## src/rtl/xb_pkg.sv

```systemverilog
package xb_pkg;
  localparam int unsigned HOST_AW = 8;

  localparam logic [HOST_AW-1:0] OFS_VER   = 8'h00;
  localparam logic [HOST_AW-1:0] OFS_TRIG  = 8'h04;
  localparam logic [HOST_AW-1:0] OFS_CBASE = 8'h08;
  localparam logic [HOST_AW-1:0] OFS_LBASE = 8'h0C;
  localparam logic [HOST_AW-1:0] OFS_SEL   = 8'h10;
  localparam logic [HOST_AW-1:0] OFS_DIR   = 8'h14;
  localparam logic [HOST_AW-1:0] OFS_SIZE  = 8'h18;
  localparam logic [HOST_AW-1:0] OFS_ADDR  = 8'h1C;
  localparam logic [HOST_AW-1:0] OFS_WDAT  = 8'h20;
  localparam logic [HOST_AW-1:0] OFS_CSYNC = 8'h3C;
  localparam logic [HOST_AW-1:0] OFS_ICLR  = 8'h40;
  localparam logic [HOST_AW-1:0] OFS_IMSK  = 8'h44;
  localparam logic [HOST_AW-1:0] OFS_ISTA  = 8'h48;
  localparam logic [HOST_AW-1:0] OFS_RTRY  = 8'h64;
  localparam logic [HOST_AW-1:0] OFS_STAT  = 8'h80;
  localparam logic [HOST_AW-1:0] OFS_RDAT  = 8'h84;

  localparam int unsigned IRQ_CH0_BIT = 16;
  localparam int unsigned ST_HALF = 0;
  localparam int unsigned ST_FULL = 1;
  localparam int unsigned ST_ERR  = 2;
  localparam int unsigned ST_RTY  = 3;
  localparam int unsigned ST_TMO  = 4;
  localparam int unsigned ST_W    = 5;

  typedef enum logic [1:0] {
    RSP_OK    = 2'd0,
    RSP_ERR   = 2'd1,
    RSP_RETRY = 2'd2
  } resp_e;

  typedef enum logic [1:0] {
    SQ_IDLE = 2'd0,
    SQ_REQ  = 2'd1,
    SQ_GAP  = 2'd2
  } seq_state_e;
endpackage

```

## src/rtl/xb_rstsync.sv

```systemverilog
module xb_rstsync #(
  parameter int unsigned STAGES = 2
) (
  input  logic clk,
  input  logic arst_n,
  output logic rst_n_sync
);
  logic [STAGES-1:0] shft_q;

  always_ff @(posedge clk or negedge arst_n) begin
    if (!arst_n) shft_q <= '0;
    else         shft_q <= {shft_q[STAGES-2:0], 1'b1};
  end

  assign rst_n_sync = shft_q[STAGES-1];
endmodule

```

## src/rtl/xb_rdfmt.sv

```systemverilog
module xb_rdfmt #(
  parameter int unsigned DW = 32
) (
  input  logic [1:0]    size,
  input  logic [DW-1:0] din,
  output logic [DW-1:0] dout
);
  localparam logic [DW-1:0] MASK_B = {{(DW-8){1'b0}}, 8'hFF};
  localparam logic [DW-1:0] MASK_H = {{(DW-16){1'b0}}, 16'hFFFF};

  logic [DW-1:0] lane_mask;

  always_comb begin
    case (size)
      2'd0:    lane_mask = MASK_B;
      2'd1:    lane_mask = MASK_H;
      default: lane_mask = '1;
    endcase
    dout = din & lane_mask;
  end
endmodule

```

## src/rtl/xb_seq.sv

```systemverilog
module xb_seq
  import xb_pkg::*;
#(
  parameter int unsigned RCW = 8
) (
  input  logic           clk,
  input  logic           rst_n,
  input  logic           launch,
  input  logic [RCW-1:0] retry_lim,
  input  logic           ack,
  input  logic [1:0]     resp,
  output logic           req,
  output logic           busy,
  output logic           fin,
  output logic           fin_err,
  output logic           fin_tmo,
  output logic           fin_rty
);
  seq_state_e     state_q, state_d;
  logic [RCW-1:0] cnt_q, cnt_d;
  logic [RCW-1:0] lim_q;
  logic           rty_q, rty_d;
  logic           lim_ld;

  always_comb begin
    state_d = state_q;
    cnt_d   = cnt_q;
    rty_d   = rty_q;
    lim_ld  = 1'b0;
    fin     = 1'b0;
    fin_err = 1'b0;
    fin_tmo = 1'b0;
    fin_rty = rty_q;
    case (state_q)
      SQ_IDLE: begin
        if (launch) begin
          state_d = SQ_REQ;
          cnt_d   = '0;
          rty_d   = 1'b0;
          lim_ld  = 1'b1;
        end
      end
      SQ_REQ: begin
        if (ack) begin
          if (resp == RSP_RETRY) begin
            rty_d = 1'b1;
            if (cnt_q != lim_q) begin
              state_d = SQ_GAP;
              cnt_d   = cnt_q + 1'b1;
            end else begin
              state_d = SQ_IDLE;
              fin     = 1'b1;
              fin_tmo = 1'b1;
              fin_rty = 1'b1;
            end
          end else begin
            state_d = SQ_IDLE;
            fin     = 1'b1;
            fin_err = (resp != RSP_OK);
          end
        end
      end
      SQ_GAP:  state_d = SQ_REQ;
      default: state_d = SQ_IDLE;
    endcase
  end

  always_ff @(posedge clk or negedge rst_n) begin
    if (!rst_n) begin
      state_q <= SQ_IDLE;
      cnt_q   <= '0;
      rty_q   <= 1'b0;
      lim_q   <= '0;
    end else begin
      state_q <= state_d;
      cnt_q   <= cnt_d;
      rty_q   <= rty_d;
      if (lim_ld) lim_q <= retry_lim;
    end
  end

  assign req  = (state_q == SQ_REQ);
  assign busy = (state_q != SQ_IDLE);

  AST_REQ_HOLD: assert property (@(posedge clk) disable iff (!rst_n)
    req && !ack |=> req);
  AST_RETRY_BOUND: assert property (@(posedge clk) disable iff (!rst_n)
    busy |-> cnt_q <= lim_q);
  AST_RETRY_GAP: assert property (@(posedge clk) disable iff (!rst_n)
    (req && ack && resp == RSP_RETRY && cnt_q != lim_q) |=> (!req && busy));
endmodule

```

## src/rtl/xact_bridge.sv

```systemverilog
module xact_bridge
  import xb_pkg::*;
#(
  parameter int unsigned DW      = 32,
  parameter int unsigned DNAW    = 32,
  parameter int unsigned RCW     = 8,
  parameter logic [DW-1:0] VERSION = 32'h0001_0200
) (
  input  logic               clk,
  input  logic               arst_n,
  input  logic               hst_wr,
  input  logic [HOST_AW-1:0] hst_addr,
  input  logic [DW-1:0]      hst_wdata,
  output logic [DW-1:0]      hst_rdata,
  output logic               irq,
  output logic               dn_req,
  output logic               dn_rnw,
  output logic [1:0]         dn_size,
  output logic [DNAW-1:0]    dn_addr,
  output logic [DW-1:0]      dn_wdata,
  input  logic               dn_ack,
  input  logic [1:0]         dn_resp,
  input  logic [DW-1:0]      dn_rdata
);
  logic rst_n;

  xb_rstsync #(.STAGES(2)) u_rst (
    .clk(clk), .arst_n(arst_n), .rst_n_sync(rst_n)
  );

  // staging registers
  logic [DW-1:0]   cbase_q, lbase_q, wdat_q;
  logic [DNAW-1:0] addr_q;
  logic            sel_q, dir_q, csync_q, imsk_q;
  logic [1:0]      size_q;
  logic [RCW-1:0]  rlim_q;
  // transfer shadow and results
  logic            x_rnw_q;
  logic [1:0]      x_size_q;
  logic [DNAW-1:0] x_addr_q;
  logic [DW-1:0]   x_wdat_q;
  logic [ST_W-1:0] stat_q, stat_d;
  logic [DW-1:0]   rdat_q, rdat_d, rd_fmt;
  logic            ista_q, ista_d;

  logic we_trig, we_cbase, we_lbase, we_sel, we_dir, we_size, we_addr;
  logic we_wdat, we_csync, we_iclr, we_imsk, we_rtry;
  logic launch, busy, fin, fin_err, fin_tmo, fin_rty, res_en;

  always_comb begin
    we_trig  = hst_wr && (hst_addr == OFS_TRIG);
    we_cbase = hst_wr && (hst_addr == OFS_CBASE);
    we_lbase = hst_wr && (hst_addr == OFS_LBASE);
    we_sel   = hst_wr && (hst_addr == OFS_SEL);
    we_dir   = hst_wr && (hst_addr == OFS_DIR);
    we_size  = hst_wr && (hst_addr == OFS_SIZE);
    we_addr  = hst_wr && (hst_addr == OFS_ADDR);
    we_wdat  = hst_wr && (hst_addr == OFS_WDAT);
    we_csync = hst_wr && (hst_addr == OFS_CSYNC);
    we_iclr  = hst_wr && (hst_addr == OFS_ICLR);
    we_imsk  = hst_wr && (hst_addr == OFS_IMSK);
    we_rtry  = hst_wr && (hst_addr == OFS_RTRY);
  end

  assign launch = we_trig && hst_wdata[0] && sel_q && !busy;

  xb_seq #(.RCW(RCW)) u_seq (
    .clk(clk), .rst_n(rst_n), .launch(launch), .retry_lim(rlim_q),
    .ack(dn_ack), .resp(dn_resp), .req(dn_req), .busy(busy),
    .fin(fin), .fin_err(fin_err), .fin_tmo(fin_tmo), .fin_rty(fin_rty)
  );

  xb_rdfmt #(.DW(DW)) u_fmt (
    .size(x_size_q), .din(dn_rdata), .dout(rd_fmt)
  );

  // staging register file
  always_ff @(posedge clk or negedge rst_n) begin
    if (!rst_n) begin
      cbase_q <= '0;
      lbase_q <= '0;
      sel_q   <= 1'b0;
      dir_q   <= 1'b0;
      size_q  <= '0;
      addr_q  <= '0;
      wdat_q  <= '0;
      csync_q <= 1'b0;
      imsk_q  <= 1'b0;
      rlim_q  <= '0;
    end else begin
      if (we_cbase) cbase_q <= hst_wdata;
      if (we_lbase) lbase_q <= hst_wdata;
      if (we_sel)   sel_q   <= hst_wdata[0];
      if (we_dir)   dir_q   <= hst_wdata[0];
      if (we_size)  size_q  <= hst_wdata[1:0];
      if (we_addr)  addr_q  <= hst_wdata[DNAW-1:0];
      if (we_wdat)  wdat_q  <= hst_wdata;
      if (we_csync) csync_q <= hst_wdata[0];
      if (we_imsk)  imsk_q  <= hst_wdata[IRQ_CH0_BIT];
      if (we_rtry)  rlim_q  <= hst_wdata[RCW-1:0];
    end
  end

  // transfer shadow: parameters frozen for the whole transfer
  always_ff @(posedge clk or negedge rst_n) begin
    if (!rst_n) begin
      x_rnw_q  <= 1'b0;
      x_size_q <= '0;
      x_addr_q <= '0;
      x_wdat_q <= '0;
    end else if (launch) begin
      x_rnw_q  <= dir_q;
      x_size_q <= size_q;
      x_addr_q <= addr_q;
      x_wdat_q <= wdat_q;
    end
  end

  // result capture next state
  always_comb begin
    stat_d = stat_q;
    rdat_d = rdat_q;
    res_en = launch || fin;
    if (launch) begin
      stat_d = '0;
      rdat_d = '0;
    end else if (fin) begin
      stat_d          = '0;
      stat_d[ST_ERR]  = fin_err;
      stat_d[ST_TMO]  = fin_tmo;
      stat_d[ST_RTY]  = fin_rty;
      stat_d[ST_HALF] = !fin_err && !fin_tmo && !x_size_q[1];
      stat_d[ST_FULL] = !fin_err && !fin_tmo && x_size_q[1];
      if (!fin_err && !fin_tmo && x_rnw_q) rdat_d = rd_fmt;
    end
    ista_d = ista_q;
    if (fin)                         ista_d = 1'b1;
    else if (we_iclr && hst_wdata[0]) ista_d = 1'b0;
  end

  always_ff @(posedge clk or negedge rst_n) begin
    if (!rst_n) begin
      stat_q <= '0;
      rdat_q <= '0;
      ista_q <= 1'b0;
    end else begin
      if (res_en) begin
        stat_q <= stat_d;
        rdat_q <= rdat_d;
      end
      ista_q <= ista_d;
    end
  end

  assign dn_rnw   = x_rnw_q;
  assign dn_size  = x_size_q;
  assign dn_addr  = x_addr_q;
  assign dn_wdata = x_wdat_q;
  assign irq      = ista_q && imsk_q;

  // host read mux
  always_comb begin
    hst_rdata = '0;
    case (hst_addr)
      OFS_VER:   hst_rdata = VERSION;
      OFS_CBASE: hst_rdata = cbase_q;
      OFS_LBASE: hst_rdata = lbase_q;
      OFS_SEL:   hst_rdata[0] = sel_q;
      OFS_DIR:   hst_rdata[0] = dir_q;
      OFS_SIZE:  hst_rdata[1:0] = size_q;
      OFS_ADDR:  hst_rdata[DNAW-1:0] = addr_q;
      OFS_WDAT:  hst_rdata = wdat_q;
      OFS_CSYNC: hst_rdata[0] = csync_q;
      OFS_IMSK:  hst_rdata[IRQ_CH0_BIT] = imsk_q;
      OFS_ISTA:  hst_rdata[IRQ_CH0_BIT] = ista_q;
      OFS_RTRY:  hst_rdata[RCW-1:0] = rlim_q;
      OFS_STAT: begin
        hst_rdata[DW-1]   = busy;
        hst_rdata[ST_W-1:0] = stat_q;
      end
      OFS_RDAT:  hst_rdata = rdat_q;
      default:   hst_rdata = '0;
    endcase
  end

  AST_XFER_STABLE: assert property (@(posedge clk) disable iff (!rst_n)
    dn_req && !dn_ack |=> $stable(dn_addr) && $stable(dn_wdata)
                          && $stable(dn_rnw) && $stable(dn_size));
  AST_BUSY_TRIG_IGNORED: assert property (@(posedge clk) disable iff (!rst_n)
    busy && we_trig |=> $stable(dn_addr) && $stable(dn_rnw));
  AST_ACK_ONEHOT: assert property (@(posedge clk) disable iff (!rst_n)
    $onehot0(stat_q[ST_ERR:ST_HALF]));
  AST_RESULT_HOLD: assert property (@(posedge clk) disable iff (!rst_n)
    !busy && !we_trig |=> $stable(stat_q) && $stable(rdat_q));
  AST_DONE_FLAG: assert property (@(posedge clk) disable iff (!rst_n)
    dn_req && dn_ack && dn_resp != RSP_RETRY |=> ista_q);
endmodule

```

## config.mk

```make
export PLATFORM = sky130hd
export DESIGN_NAME = xact_bridge
export DESIGN_NICKNAME = d
export VERILOG_FILES = /design/src/rtl/xb_pkg.sv /design/src/rtl/xb_rstsync.sv /design/src/rtl/xb_rdfmt.sv /design/src/rtl/xb_seq.sv /design/src/rtl/xact_bridge.sv
export SDC_FILE = /design/constraint.sdc
export NUM_CORES = 1
export LEC_CHECK = 0
export BUFFER_PORTS_ARGS = -buffer_cell sky130_fd_sc_hd__buf_2
export CAP_MARGIN = 15
export CORE_UTILIZATION = 61
export DETAILED_ROUTE_END_ITERATION = 8
export PLACE_DENSITY = 0.84
export SYNTH_ARGS = -nofsm -noshare
export SYNTH_HDL_FRONTEND = slang
export SYNTH_SLANG_ARGS = --single-unit
```

## constraint.sdc

```tcl
create_clock -name clk -period 20.2 [get_ports clk]
set_input_delay 4.04 -clock clk [delete_from_list [all_inputs] [get_ports clk]]
set_output_delay 4.04 -clock clk [all_outputs]
set_load 0.1 [all_outputs]
```

==> results.py, run 1 <==
metrics = {
    "outcome": {
        "status": "completed",
    },
    "placed_design": {
        "place.gp.congestion": 0.933,
        "dp_hpwl_um": 20100,
        "placed_area_um2": 12800,
        "pre_cts_slack_ps": 9690,
        "numPortBuffers": 178,
    },
    "global_routing": {
        "antenna_found_initial": 3,
        "grt_pass1_wl_um": 50900,
        "top_usage_layer": "met2",
        "grt_use_total_pct": 33.1,
        "use_met2_pct": 53.3,
        "grt_pass1_vias": 9394,
        "grt_max_degree": 86,
        "overflow": 0,
        "grt_use_met1_pct": 44.6,
        "use_met3_pct": 7.47,
    },
    "clock_tree": {
        "postCtsResizedCells": 0,
        "cts_num_sinks": 268,
        "cts_tree": "done",
        "worstSkewPairLatency_ps": 540,
        "cts_buffers": 27,
        "clk_pin_slew_ps": 60,
        "clk_path_buf_depth": 3,
        "hold_buffers": 0,
        "cts_setup_buffers": 0,
        "htreeDepth": 1,
        "root_buffer": "clkbuf_16",
    },
    "synthesis": {
        "netlist-cell-type-count": 56,
        "ys_ff_latch": 268,
        "synth_ff_type": "dfrtp_1",
        "syn-num-nets": 1131,
        "ys_seq_area_share_pct": 56.8,
        "async_reset_ff_share_pct": 100,
        "netlist_instances": 1052,
        "synth_edf_count": 0,
        "syn_area_per_cell_um2": 11.2,
        "synth_area_um2": 11800,
        "yosys_warnings": 0,
    },
    "setup_path": {
        "worst-setup-path-type": "input pin to primary output",
        "path_max_fanout": 12,
        "required_ps": 16160,
        "worstSetupEndpointType": "primary output",
        "arrival_ps": 6610,
        "start_kind": "input pin",
    },
    "detailed_routing": {
        "initialDrtViolationCount": 1094,
        "wire_per_inst_um": 21.6,
        "vias": 9225,
        "drc_errors": 0,
        "viasPerCell": 6.19,
        "drt_pass1_iterations": 8,
        "ant_nets": 0,
        "routed_wl_um": 32200,
    },
    "final_layout": {
        "fin_area_um2": 13800,
        "final_util_pct": 73.5,
        "final_common_cell": "nand2_1",
        "final_cell_mix": "311 x nand2_1, 267 x dfrtp_1, 178 x buf_2",
        "nNetsFinal": 1285,
        "drive_gt1_share_pct": 32.8,
        "syn_to_final_growth_pct": 17.2,
    },
    "pwr": {
        "peakVddDrop_uv": 78.4,
        "switching_share_pct": 21.2,
        "p_seq_share_pct": 47.1,
        "combPwrFrac_pct": 3.9,
        "leakage_nw": 7.34,
        "clkPwrFrac_pct": 49.0,
        "powerDensity_nw_per_um2": 86.4,
        "p_int_mw": 0.942,
        "p_switching_mw": 0.254,
    },
    "sta": {
        "fin_ws_ps": 9550,
        "max_freq_mhz": 93.9,
        "clock_skew_ps": 17.3,
        "finalSetupViolCount": 0,
        "min_period_over_period_pct": 52.7,
        "setup_tns_ps": 0,
        "finalWorstPathRequiredPeriod_ps": 10650,
        "tightestPinTransition_ps": 1160,
        "grt_setup_unrepaired": "false",
        "slew_headroom_pct": 22.7,
        "drv_slew": 0,
        "hold_viol": 0,
    },
    "floorplanning": {
        "die-area_um2": 19900,
        "floorplan.core_area_um2": 18800,
        "die_w_um": 141,
        "start_util_pct": 62.7,
        "rows": 50,
        "ioPinCount": 179,
        "die_h_um": 141,
    },
    "run": {
        "cap_violations": 0,
    },
    "worst_hold_path": {
        "min_path_type": "flop to flop",
    },
}
layer usage:
layer | part of all wire, % | wire length [um]
met1 | 40 | 12900
met3 | 9.5 | 3060
met4 | 3.0 | 954
met2 | 47 | 15300
met5 | 0.078 | 25
synth_stat cells, drive strengths merged (3+ instances only):
cell type / number / area (um2)
inv: 3 / 11.3
mux2i: 3 / 30.0
nor3: 8 / 40.0
and3: 3 / 18.8
o22ai: 3 / 18.8
a22oi: 35 / 263
a22o: 4 / 35.0
clkbuf: 19 / 72.6
dfrtp: 268 / 6710
nor2: 14 / 52.6
mux2: 143 / 1720
o21ai: 15 / 75.1
o211ai: 3 / 22.5
xor2: 3 / 26.3
xnor2: 8 / 70.1
and2: 9 / 57.6
nand3: 31 / 160
a21oi: 42 / 210
a222oi: 29 / 290
nor2b: 4 / 25.0
nand2: 314 / 1190
nand4: 6 / 37.5
a32o: 4 / 40.0
buf: 49 / 298
nor4b: 6 / 101
kinds of logic (layout without fill, tap and decap cells):
| family | Yosys count | after routing | share of synthesized area [%] |
|---|---|---|---|
| XOR/XNOR | 11 | 11 | 0.816 |
| other | 1 | 4 | 0.0318 |
| adder cells (fa/ha/maj) | 1 | 1 | 0.106 |
| AO/OA/AOI/OAI | 146 | 146 | 8.85 |
| buffers and inverters | 71 | 246 | 3.23 |
| multiplexers | 146 | 146 | 14.8 |
| AND/OR/NAND/NOR | 408 | 408 | 15.3 |
| flip-flops | 268 | 268 | 56.8 |
final cells by class:
type,instances,area [um2]
diodes,3,7.51
clock buffers,33,728
clock inverters,17,317
fillers,1264,4980
inverters,3,11.3
multi-input cells,713,4740
flip-flops and latches,268,6710
well taps,260,325
repair buffers,193,1000
worst max-delay path: stages:
cell	delay [ps]
buf_2	170
nor2_1	200
nand2_1	390
nor2_2	810
buf_4	340
a22oi_1	110
nand2_1	120
buf_2	430
flip-flops by register name, summed over array words and instances, names as in the netlist, 2 cells and up:
register,count
u_seq.state_q,2
lbase_q,32
u_rst.shft_q,2
wdat_q,32
u_seq.cnt_q,8
rdat_q,32
rlim_q,8
stat_q,5
cbase_q,32
size_q,2
addr_q,32
u_seq.lim_q,8
dn_addr,32
dn_size,2
dn_wdata,32
metrics by stage:
stage,std cells,hold WS (ps),power [mW]
CTS,1487,354,1.20
floorplan,1052,331,0.597
detailed placement,1437,340,0.619
global placement,1437,339,0.617
global route,1487,366,1.22
finish,1490,351,1.20
power groups by stage:
stage | clock network [mW] | registers, mW | logic, mW
after floorplan | 0 | 0.575 | 0.0223
after global placement | 0 | 0.572 | 0.0451
after detailed placement | 0 | 0.572 | 0.0465
after CTS | 0.590 | 0.563 | 0.0469
after global routing | 0.607 | 0.564 | 0.0511
final | 0.586 | 0.563 | 0.0468
final timing paths:
check                                start         endpoint  slack [ps]  cells after the start
hold reg to reg            u_rst.shft_q[0]  u_rst.shft_q[1]         350                      0
min in group asynchronous  u_rst.shft_q[1]       dn_addr[5]         360                      0
setup reg to reg           u_rst.shft_q[1]      cbase_q[12]       16770                      3
hold / removal             u_rst.shft_q[0]  u_rst.shft_q[1]         350                      0
max in group asynchronous  u_rst.shft_q[1]      cbase_q[12]       16770                      3
setup / recovery               hst_addr[7]    hst_rdata[13]        9550                      8
Note: power is estimated with default switching activity, not from simulation.
==> run 2: changes to the inputs <==
- ABC_AREA: default -> 1
- CORE_UTILIZATION: 61 -> 57
- PLACE_DENSITY: 0.84 -> 0.79
- clock period: 20.2 -> 10.8 ns (I/O delays scaled with it)
==> run 2 against run 1 <==
Compared with the run above: final cell count increased by 21%; critical path depth increased by 2; die area increased by 6.7%; wire length decreased by 1.8%; utilization decreased by 5.7 points; synthesized cell count increased by 29%; clock skew decreased by 6.2 ps; sequential power increased by 90%; largest cell class unchanged.
==> results.py, run 2 <==
metrics = {
    "clock_tree": {
        "postCtsResizedCells": 0,
        "cts_buffers": 28,
        "root_buffer": "clkbuf_16",
        "hold_buffers": 0,
        "clk_pin_slew_ps": 60,
        "htreeDepth": 1,
        "cts_tree": "done",
        "cts_setup_buffers": 0,
        "cts_num_sinks": 268,
        "clk_path_buf_depth": 3,
        "worstSkewPairLatency_ps": 540,
    },
    "sta": {
        "finalWorstPathRequiredPeriod_ps": 6530,
        "tightestPinTransition_ps": 988,
        "hold_viol": 0,
        "max_freq_mhz": 153,
        "grt_setup_unrepaired": "false",
        "slew_headroom_pct": 34.0,
        "min_period_over_period_pct": 60.5,
        "clock_skew_ps": 11.1,
        "finalSetupViolCount": 0,
        "setup_tns_ps": 0,
        "drv_slew": 0,
    },
    "synthesis": {
        "ys_seq_area_share_pct": 56.9,
        "async_reset_ff_share_pct": 100,
        "synth_area_leader_cell": "dfrtp_1",
        "synth_area_um2": 11800,
        "synthAdderAreaFrac_pct": 0.106,
        "synth_area_leaders": "dfrtp_1 57%, nand2_1 12%, o21ai_0 6.0%",
        "ys_ff_latch": 268,
        "synth_xor_area_share_pct": 0.446,
        "synth_ff_type": "dfrtp_1",
        "netlist-cell-type-count": 40,
        "syn_area_per_cell_um2": 8.70,
        "netlist_top_cells_count": "376 x nand2_1, 268 x dfrtp_1, 149 x inv_1",
        "synth-compound-area-share_pct": 12.2,
        "netlist_instances": 1355,
        "syn-num-nets": 1434,
        "synth_top_family_by_area": "simple AND/OR/NAND/NOR gates",
        "synth_top_area_share_pct": 56.9,
        "yosysMostFrequentCell": "nand2_1",
        "synth_edf_count": 0,
        "yosys_warnings": 0,
        "yosys-mux-area-fraction_pct": 2.29,
        "synth-simple-area-share_pct": 20.0,
    },
    "detailed_routing": {
        "viasPerCell": 5.53,
        "ant_nets": 0,
        "vias": 9945,
        "routed_wl_um": 31600,
        "wire_per_inst_um": 17.6,
        "drc_errors": 0,
        "initialDrtViolationCount": 920,
        "drt_pass1_iterations": 6,
    },
    "floorplanning": {
        "start_util_pct": 58.3,
        "die_w_um": 146,
        "floorplan.core_area_um2": 20200,
        "die_h_um": 146,
        "rows": 52,
        "ioPinCount": 179,
        "die-area_um2": 21300,
    },
    "setup_path": {
        "worstSetupEndpointType": "primary output",
        "path_max_fanout": 23,
        "start_kind": "input pin",
        "required_ps": 8640,
        "arrival_ps": 4370,
        "worst-setup-path-type": "input pin to primary output",
    },
    "pwr": {
        "p_seq_share_pct": 48.3,
        "switching_share_pct": 24.2,
        "combPwrFrac_pct": 7.3,
        "leakage_nw": 7.06,
        "powerDensity_nw_per_um2": 161,
        "p_int_mw": 1.68,
        "peakVddDrop_uv": 142,
        "p_switching_mw": 0.535,
        "clkPwrFrac_pct": 44.4,
    },
    "run": {
        "cap_violations": 0,
    },
    "global_routing": {
        "overflow": 0,
        "grt_pass1_vias": 9487,
        "antenna_found_initial": 2,
        "grt_use_total_pct": 30.7,
        "grt_max_degree": 89,
        "grt_pass1_wl_um": 51100,
    },
    "outcome": {
        "status": "completed",
    },
    "final_layout": {
        "nNetsFinal": 1586,
        "drive_gt1_share_pct": 17.2,
        "final_cell_mix": "375 x nand2_1, 267 x dfrtp_1, 178 x buf_2",
        "final_common_cell": "nand2_1",
        "final_util_pct": 67.8,
        "fill_cells": 1652,
        "syn_to_final_growth_pct": 16.4,
    },
    "placed_design": {
        "dp_hpwl_um": 21100,
        "numPortBuffers": 178,
        "place.gp.congestion": 0.957,
    },
    "worst_hold_path": {
        "min_path_type": "flop to flop",
    },
}
==> run 2: changes by cell type after synthesis, moves of 54 or more <==
cell and delta:
inv_1 +146, mux2_2 -113, nand2_1 +64, nand3_1 +54
o21ai_0 +127, o21ai_1 +103
==> run 2: routing by layer <==
metal,track usage [%],vias up,share of wire [%]
met1,45.0,4766,43
met5,0,-,0
met4,8.89,0,2.5
met2,44.8,443,44
met3,8.40,64,10
li1,-,4672,-
==> run 2: path summary, 6_finish.rpt <==
| kind | startpoint | endpoint | slack, ps | cells past startpoint |
|---|---|---|---|---|
| setup / recovery | hst_addr[6] | hst_rdata[20] | 4270 | 10 |
| hold / removal | u_rst.shft_q[0] | u_rst.shft_q[1] | 350 | 0 |
| setup reg to reg | u_seq.state_q[0] | dn_wdata[15] | 7820 | 4 |
| hold reg to reg | u_rst.shft_q[0] | u_rst.shft_q[1] | 350 | 0 |
| max in group asynchronous | u_rst.shft_q[1] | addr_q[16] | 8170 | 2 |
| min in group asynchronous | u_rst.shft_q[1] | dn_wdata[5] | 380 | 0 |
==> run 2: power groups by stage <==
stage               clock (mW)  sequential, mW  combinational (mW)
CTS                      0.998            1.07               0.161
global route              1.03            1.07               0.182
detailed placement           0            1.09               0.160
finish                   0.984            1.07               0.161
global placement             0            1.09               0.156
floorplan                    0            1.09               0.100
==> run 2: area by class of cell <==
cell class	count	area, um2	area share, %
multi-input cells	865	4140	30.1
clock buffers	39	813	5.93
repair buffers	188	998	7.28
clock inverters	11	139	1.01
diodes	2	5.00	0.0365
well taps	270	338	2.46
inverters	156	586	4.27
flip-flops and latches	268	6710	48.9
==> run 2: kinds of logic (layout without fill, tap and decap cells) <==
kind of cell	Yosys count	in the layout
AOI/OAI and AO/OA	280	280
xor gates and xnor gates	6	6
adders and majority gates	1	1
buffers and inverters	222	394
DFF	268	268
muxes	24	24
other	1	3
and+or+nand+nor	553	553
==> run 2: through the flow <==
step,cells,instance area [um2],hold slack [ps],worst slack (ps),power [mW]
finish,1799,13700,350,4270,2.22
detailed placement,1745,12700,339,4320,1.25
floorplan,1355,11800,331,2780,1.19
CTS,1795,13700,353,4300,2.23
global route,1798,13700,356,4150,2.29
global placement,1745,12700,334,4390,1.24
==> run 2: critical path, stage by stage <==
cell,delay (ps)
buf_2,130
inv_1,50
nand2_1,120
nor3_4,310
nand2_2,430
inv_2,440
nand2_1,100
nand3_1,70
nand3b_1,120
buf_2,430
==> run 3: changes to the inputs <==
- clock period: 10.8 -> 6.35 ns (I/O delays scaled with it)
==> run 3 against run 2 <==
Compared with the run above: total power is 65% higher; non-clock buffer count fell by 3; final cell count is 0.39% lower; worst setup slack lost 2900 ps; count of clock-buffer cells in the layout is 3 higher; worst hold slack got worse by 23 ps; clock skew barely moved; via count increased by 1.3%; global-route usage is 0.39 points lower; sequential cell count unchanged.
==> results.py, run 3 (same netlist as run 2, synthesis figures left out) <==
metrics = {
    "outcome": {
        "status": "completed",
    },
    "final_layout": {
        "final_cell_mix": "375 x nand2_1, 267 x dfrtp_1, 178 x buf_2",
        "nNetsFinal": 1582,
        "syn_to_final_growth_pct": 15.4,
        "final_common_cell": "nand2_1",
        "final_util_pct": 67.2,
        "antenna_cells": 0,
        "drive_gt1_share_pct": 16.8,
    },
    "clock_tree": {
        "cts_buffers": 27,
        "clk_pin_slew_ps": 60,
        "hold_buffers": 0,
        "cts_tree": "done",
        "root_buffer": "clkbuf_16",
        "clk_path_buf_depth": 3,
        "cts_num_sinks": 268,
        "htreeDepth": 1,
        "worstSkewPairLatency_ps": 530,
        "postCtsResizedCells": 0,
        "cts_setup_buffers": 0,
    },
    "placed_design": {
        "place.gp.congestion": 0.875,
        "dp_hpwl_um": 20900,
        "numPortBuffers": 178,
    },
    "setup_path": {
        "cp_num_buf_inv": 5,
        "cp_common_cell": "nand2_1",
        "slowest_delay_ps": 560,
        "path_max_fanout": 21,
        "worst-setup-path-type": "input pin to primary output",
        "worstSetupEndpointType": "primary output",
        "path_delay_family": "buffers and inverters",
        "arrival_ps": 3670,
        "crit_slowest_cell": "nand2_1",
        "start_kind": "input pin",
        "worstPathCellList": "buf_2, inv_1, nand2_1, nor3_1, buf_4, nand2_1, inv_2, nand2_1, nand3_1, buf_2",
        "required_ps": 5080,
    },
    "sta": {
        "finalSetupViolCount": 0,
        "grt_setup_unrepaired": "false",
        "max_freq_mhz": 203,
        "clock_skew_ps": 11.2,
        "slew_headroom_pct": 25.7,
        "hold_viol": 0,
        "tightestPinTransition_ps": 1110,
        "drv_slew": 0,
        "setup_tns_ps": 0,
        "min_period_over_period_pct": 77.7,
        "whs_ps": 328,
        "finalWorstPathRequiredPeriod_ps": 4940,
    },
    "pwr": {
        "p_seq_share_pct": 49.7,
        "combPwrFrac_pct": 7.5,
        "p_int_mw": 2.76,
        "switching_share_pct": 24.6,
        "powerDensity_nw_per_um2": 269,
        "leakage_nw": 7.00,
        "peakVddDrop_uv": 192,
        "p_switching_mw": 0.900,
        "clkPwrFrac_pct": 42.8,
        "finalPower_mw": 3.66,
    },
    "floorplanning": {
        "rows": 52,
        "ioPinCount": 179,
        "die-area_um2": 21300,
        "floorplan.core_area_um2": 20200,
        "die_w_um": 146,
        "start_util_pct": 58.3,
        "die_h_um": 146,
    },
    "detailed_routing": {
        "drc_errors": 0,
        "wire_per_inst_um": 17.6,
        "drt_pass1_iterations": 5,
        "viasPerCell": 5.62,
        "routed_wl_um": 31600,
        "initialDrtViolationCount": 1045,
        "ant_nets": 0,
        "vias": 10100,
    },
    "global_routing": {
        "grt_max_degree": 165,
        "overflow": 0,
        "grt_use_total_pct": 30.3,
        "grt_pass1_vias": 9489,
        "antenna_found_initial": 0,
        "grt_pass1_wl_um": 50700,
    },
    "run": {
        "cap_violations": 0,
    },
    "worst_hold_path": {
        "min_path_type": "flop to asynchronous set/reset pin",
    },
}
run 3: cell count changes in the layout (fill, tap and decap cells not counted), moves of 2 or more:
cell / delta
diode_2: -2
buf_4: -3
clkbuf_8: +3
clkbuf_1: +2
bufinv_16: -2
clkbuf_16: -2
run 3: final cells by class:
| cell class | instances | area [um2] |
|---|---|---|
| clock inverters | 6 | 57.6 |
| flip-flops and latches | 268 | 6710 |
| inverters | 156 | 586 |
| clock buffers | 42 | 812 |
| repair buffers | 185 | 968 |
| well taps | 270 | 338 |
| multi-input cells | 865 | 4140 |
| fillers | 1697 | 6630 |
run 3: power by group through the flow:
| stage | Clock, mW | Sequential (mW) | Combinational [mW] |
|---|---|---|---|
| floorplan | 0 | 1.86 | 0.171 |
| global placement | 0 | 1.84 | 0.265 |
| detailed placement | 0 | 1.85 | 0.272 |
| CTS | 1.58 | 1.82 | 0.274 |
| global route | 1.65 | 1.83 | 0.307 |
| finish | 1.57 | 1.82 | 0.275 |
run 3: through the flow:
| stage | setup WS [ps] | cells | instance area, um2 |
|---|---|---|---|
| final | 1410 | 1792 | 13600 |
| after global routing | 1260 | 1792 | 13600 |
| after CTS | 1460 | 1791 | 13600 |
| after detailed placement | 1460 | 1743 | 12700 |
| after global placement | 1460 | 1743 | 12700 |
| after floorplan | 1960 | 1355 | 11800 |
run 3: routing by layer:
metal | vias up | global-route usage, % | share of wire [%]
met5 | - | 0 | 0
li1 | 4651 | - | -
met2 | 508 | 44.9 | 44
met4 | 0 | 8.11 | 1.9
met3 | 42 | 6.96 | 11
met1 | 4871 | 45.0 | 43
run 3: final timing paths:
path	from	endpoint	slack, ps	depth (start not counted)
setup reg to reg	u_seq.state_q[0]	dn_addr[7]	3570	4
max in group asynchronous	u_rst.shft_q[1]	dn_addr[10]	4780	1
min in group clk	u_rst.shft_q[0]	u_rst.shft_q[1]	360	0
hold / removal	u_rst.shft_q[1]	wdat_q[27]	330	0
setup / recovery	hst_addr[1]	hst_rdata[29]	1410	10
hold reg to reg	u_rst.shft_q[1]	wdat_q[27]	330	0
run 3: worst reg2reg max path, stage by stage, from the launching register on:
cell and delay (ps):
dfrtp_1 430, nor2_1 420, nand3_4 640, buf_4 700
mux2_1 470
